==> config.mk <==
export PLATFORM = sky130hd
export DESIGN_NAME = wmod_adder
export DESIGN_NICKNAME = d
export VERILOG_FILES = /design/src/rtl/wmod_pkg.sv /design/src/rtl/wmod_csa.sv /design/src/rtl/wmod_prefix.sv /design/src/rtl/wmod_adder.sv
export SDC_FILE = /design/constraint.sdc
export NUM_CORES = 1
export LEC_CHECK = 0
export CELL_PAD_IN_SITES_DETAIL_PLACEMENT = 1
export CELL_PAD_IN_SITES_GLOBAL_PLACEMENT = 1
export CORE_MARGIN = 2
export CORE_UTILIZATION = 25
export DETAILED_ROUTE_END_ITERATION = 8
export HOLD_SLACK_MARGIN = 0.1
export PLACE_DENSITY = 0.61
export SLEW_MARGIN = 20
export SYNTH_ARGS = -nofsm -noshare
export SYNTH_HDL_FRONTEND = slang
export SYNTH_SLANG_ARGS = --single-unit
==> constraint.sdc <==
create_clock -name clk -period 0.8 [get_ports clk]
set_input_delay 0.16 -clock clk [delete_from_list [all_inputs] [get_ports clk]]
set_output_delay 0.16 -clock clk [all_outputs]
set_load 0.01 [all_outputs]
==> src/rtl/wmod_pkg.sv <==
package wmod_pkg;
  // number of prefix combine levels for an n-bit core
  function automatic int wm_levels(input int n);
    return (n <= 1) ? 1 : $clog2(n);
  endfunction

  // modulus 2^n+1 as an integer
  function automatic int wm_modulus(input int n);
    return (1 << n) + 1;
  endfunction
endpackage

==> src/rtl/wmod_csa.sv <==
module wmod_csa
  import wmod_pkg::*;
#(
  parameter int N = 8
) (
  input  logic [N:0]   a,
  input  logic [N:0]   b,
  output logic [N-1:0] y,
  output logic [N-1:0] u
);
  localparam int MODI = wm_modulus(N);

  logic [N-1:0] hi_cnt;
  logic [N-1:0] kconst;
  logic [N-1:0] sum_v;
  logic [N-1:0] cy_v;

  // constant = -(2 + a[N] + b[N]) mod 2^N+1, i.e. the complement of the top-bit count
  always_comb begin
    hi_cnt    = '0;
    hi_cnt[0] = a[N] ^ b[N];
    hi_cnt[1] = a[N] & b[N];
    kconst    = ~hi_cnt;
  end

  always_comb begin
    sum_v = a[N-1:0] ^ b[N-1:0] ^ kconst;
    cy_v  = (a[N-1:0] & b[N-1:0]) | (a[N-1:0] & kconst) | (b[N-1:0] & kconst);
  end

  // top carry re-enters inverted at bit 0
  assign y = sum_v;
  assign u = {cy_v[N-2:0], ~cy_v[N-1]};

  // the vector pair is congruent to a+b-1
  always_comb begin
    if (int'(a) <= (1 << N) && int'(b) <= (1 << N))
      assert_csa_congruent_R1: assert (((int'(y) + int'(u)) % MODI) ==
                                       ((int'(a) + int'(b) + MODI - 1) % MODI));
  end
endmodule

==> src/rtl/wmod_prefix.sv <==
module wmod_prefix
  import wmod_pkg::*;
#(
  parameter int N = 8
) (
  input  logic [N-1:0] y,
  input  logic [N-1:0] u,
  output logic [N:0]   w
);
  localparam int L = wm_levels(N);

  logic [N-1:0] gv [0:L];
  logic [N-1:0] pv [0:L];
  logic [N-1:0] cv;
  logic         eac;

  assign gv[0] = y & u;
  assign pv[0] = y ^ u;

  // Sklansky tree: the upper half of each block takes the top of the lower half
  for (genvar lv = 0; lv < L; lv++) begin : g_lvl
    for (genvar i = 0; i < N; i++) begin : g_bit
      if (((i >> lv) & 1) == 1) begin : g_cmb
        localparam int J = ((i >> lv) << lv) - 1;
        assign gv[lv+1][i] = gv[lv][i] | (pv[lv][i] & gv[lv][J]);
        assign pv[lv+1][i] = pv[lv][i] & pv[lv][J];
      end else begin : g_pas
        assign gv[lv+1][i] = gv[lv][i];
        assign pv[lv+1][i] = pv[lv][i];
      end
    end
  end

  // inverted end-around carry re-enters through the group propagate terms
  assign eac = ~gv[L][N-1];
  assign cv  = gv[L] | (pv[L] & {N{eac}});

  always_comb begin
    w[0]     = pv[0][0] ^ eac;
    w[N-1:1] = pv[0][N-1:1] ^ cv[N-2:0];
    w[N]     = eac & pv[L][N-1];
  end

  always_comb begin
    assert_eac_R1: assert (eac == ((int'(y) + int'(u)) < (1 << N)));
    if (w[N])
      assert_topbit_R2: assert (w[N-1:0] == '0);
  end
endmodule

==> src/rtl/wmod_adder.sv <==
module wmod_adder
  import wmod_pkg::*;
#(
  parameter int N       = 8,
  parameter bit REG_OUT = 1'b1
) (
  input  logic         clk,
  input  logic         rst_n,
  input  logic [N:0]   a,
  input  logic [N:0]   b,
  output logic [N:0]   s
);
  localparam int MODI = wm_modulus(N);
  localparam int TOPV = 1 << N;

  logic [N-1:0] y_v;
  logic [N-1:0] u_v;
  logic [N:0]   s_nxt;

  wmod_csa #(.N(N)) u_csa (
    .a (a),
    .b (b),
    .y (y_v),
    .u (u_v)
  );

  wmod_prefix #(.N(N)) u_pfx (
    .y (y_v),
    .u (u_v),
    .w (s_nxt)
  );

  if (REG_OUT) begin : g_reg
    logic [N:0] s_q;

    always_ff @(posedge clk or negedge rst_n) begin
      if (!rst_n) s_q <= '0;
      else        s_q <= s_nxt;
    end

    assign s = s_q;

    assert_range_R2: assert property (@(posedge clk) disable iff (!rst_n)
      int'(s) <= TOPV);

    assert_latency_R5: assert property (@(posedge clk) disable iff (!rst_n)
      ($past(rst_n) && int'($past(a)) <= TOPV && int'($past(b)) <= TOPV) |->
        (int'(s) == ((int'($past(a)) + int'($past(b))) % MODI)));

    always @(posedge clk) begin
      if (!rst_n) assert_reset_R6: assert (s == '0);
    end
  end else begin : g_comb
    assign s = s_nxt;
  end
endmodule

==> reports/qor.yml <==
outcome:
  status: "finished, violations left"
  violations: "negative setup slack"
timing:
  setup_viol: 18
  min_period_over_period: 2.875
  hold_violations: 0
  maxSlewViolCount: 0
  slew_headroom: 0.7096
  fin_crit_ns: 2.300
  maxClockFrequency_mhz: 434.8
  rsz0062_at_grt: "yes"
  tightest_slew_ns: 0.4246
  postLayoutSetupSlackWorst_ns: -1.500
  tns_ns: -12.92
layout:
  final_util: 0.5153
  area_growth_pct: 95.62
  final_common_cell: "buf_4"
  layout-drive-gt1-share: 0.5427
  mostFrequentLayoutCells: "27 x buf_4, 23 x inv_1, 13 x inv_2, 13 x ha_4, 11 x buf_6"
  largest_reg_flops: 9
  final_cells: 210
  diodes: 0
  nNetsFinal: 203
logic_synthesis:
  synth_mux_area_frac: 0
  yosys_register_bits: 9
  syn_inst: 102
  ys.flop_type: "dfrtp_1"
  netlist_area_sq_um: 885.9
  avgSynthCellArea_sq_um: 8.685
  yosysUniqueCellTypes: 27
  synthSimpleGateAreaFrac: 0.1017
  yosysWarnings: 0
  synth_compound_area_frac: 0.1469
  synth_xor_area_frac: 0.05932
  synthAdderAreaFrac: 0.2797
  synth_top_family_by_area: "adder cells"
  yosysSeqAreaShare: 0.2542
  synth_fp_nets: 140
  synth-edff-count: 0
  async_reset_ff_frac: 1.000
worst_setup_path:
  crit_path_end_kind: "flip-flop"
  critPathKind: "input pin to flip-flop"
  required_ns: 0.94
  crit_fanout: 3
  crit_arrival_ns: 2.44
  worstSetupStartpointType: "input pin"
die:
  start_util: 0.2634
  fp.dieW_um: 63.53
  rows: 21
  fp.coreArea_sq_um: 3363
  dieArea_sq_um: 4035
  ios: 29
  die_h_um: 63.53
routing:
  first_pass_iters: 4
  drt-total-wl_um: 2986
  route.detailed.drc: 0
  vias: 926
  avgRoutedWirePerCell_um: 14.22
  via_per_inst: 4.410
  drt_iter0_drc: 7
  ant_nets: 0
global_routing:
  track_usage: 0.1532
  grt_first_pass_wirelength_um: 4905
  grt-ovfl-total: 0
  antenna_found_initial: 0
  grt_start_max_net_pins: 10
  grt_pass1_vias: 1075
placed_design:
  dp_hpwl_um: 2037
  dp.cells: 198
  gp_congestion: 0.8447
  port-buffer-count: 28
hold_path:
  hold_path.class: "input pin to asynchronous set/reset pin"
power:
  power_switching_share: 0.3616
  power_w: 0.003033
  internal_power_w: 0.001936
  pwr-share-comb: 0.670
  p_per_area_nw_per_um2: 1750
  clkPwrFrac: 0.108
  peakVddDrop_v: 0.0004273
  seq_power_share: 0.223
  p_sw_w: 0.001096
  p_leak_nw: 0.8368
cts:
  cts_root_buf: "clkbuf_4"
  holdBufCountCts: 0
  htreeDepth: 1
  cts_tree: "built"
  cts_sinks: 9
  numCtsBuffers: 3
  clk_pin_slew_worst_paths_ns: 0.06
  cts_buffer_depth: 2
job:
  drv_cap: 0
## per-layer routing
| layer | part of all wire | track usage |
|---|---|---|
| met4 | 0.0037 | 0.04076 |
| met1 | 0.39 | 0.1604 |
| met3 | 0.021 | 0.01786 |
| met5 | 0 | 0 |
| met2 | 0.59 | 0.3132 |
## timing repair
action,in CTS,in global routing
pin swaps,21,19
gates resized for setup,72,37
setup buffers,7,6
endpoints found under the setup margin,18,18
## cells in the mapped netlist (all sizes together), types with 2 or more instances
cell    number  area share
a21oi        4       0.035
dfrtp        9        0.25
fa           3       0.068
ha          15        0.21
inv         36        0.15
nand2        3       0.013
nand3        4       0.023
nand4        2       0.014
nor2         2      0.0085
nor3         2       0.011
o211ai       3       0.025
xnor2        2       0.020
xor2         4       0.040
## final cells by class
| type | count | area (sq um) |
|---|---|---|
| clock buffer | 4 | 26.28 |
| inverter | 36 | 135.1 |
| tap | 46 | 57.56 |
| multi-input combinational | 56 | 777.0 |
| sequential | 9 | 225.2 |
| fill | 401 | 1630 |
| timing repair buffer | 59 | 511.7 |
## final timing paths
| check | slack (ns) | depth (start not counted) | to | startpoint |
|---|---|---|---|---|
| min in group clk | 0.68 | 7 | s[7] | b[6] |
| max in group asynchronous | 0.34 | 1 | s[3] | rst_n |
| hold / removal | 0.19 | 1 | s[8] | rst_n |
| setup / recovery | -1.50 | 10 | s[0] | b[8] |
## worst max-delay path, stage by stage
cell and delay [ns]:
buf_6 0.10, ha_4 0.23, fa_1 0.52, inv_2 0.06, ha_4 0.16, a21oi_4 0.16
o21ai_2 0.08, a221o_2 0.40, fa_2 0.54, inv_2 0.03
## metrics by stage
step | cell area, sq um | hold WS [ns] | setup WS [ns]
2_1_floorplan | 923.4 | -0.1356 | -1.674
3_3_place_gp | 1420 | 0.4647 | -2.065
3_5_place_dp | 1420 | 0.4731 | -2.168
4_1_cts | 1580 | 0.2020 | -1.517
5_1_grt | 1733 | 0.2236 | -1.561
6_report | 1733 | 0.1907 | -1.500
## power by group through the flow
stage,sequential [W],combinational (W),clock [W]
CTS,0.000650,0.00170,0.000340
global placement,0.000658,0.00151,0
floorplan,0.000756,0.000663,0
finish,0.000675,0.00203,0.000326
detailed placement,0.000666,0.00157,0
global route,0.000695,0.00221,0.000354
## cells by family after synthesis
kind of cell	Yosys count
fa+ha+maj	18
xor+xnor	6
simple gates	17
buf+inv	37
flops	9
compound gates	15
No activity file was read; power rests on OpenSTA's default activity.
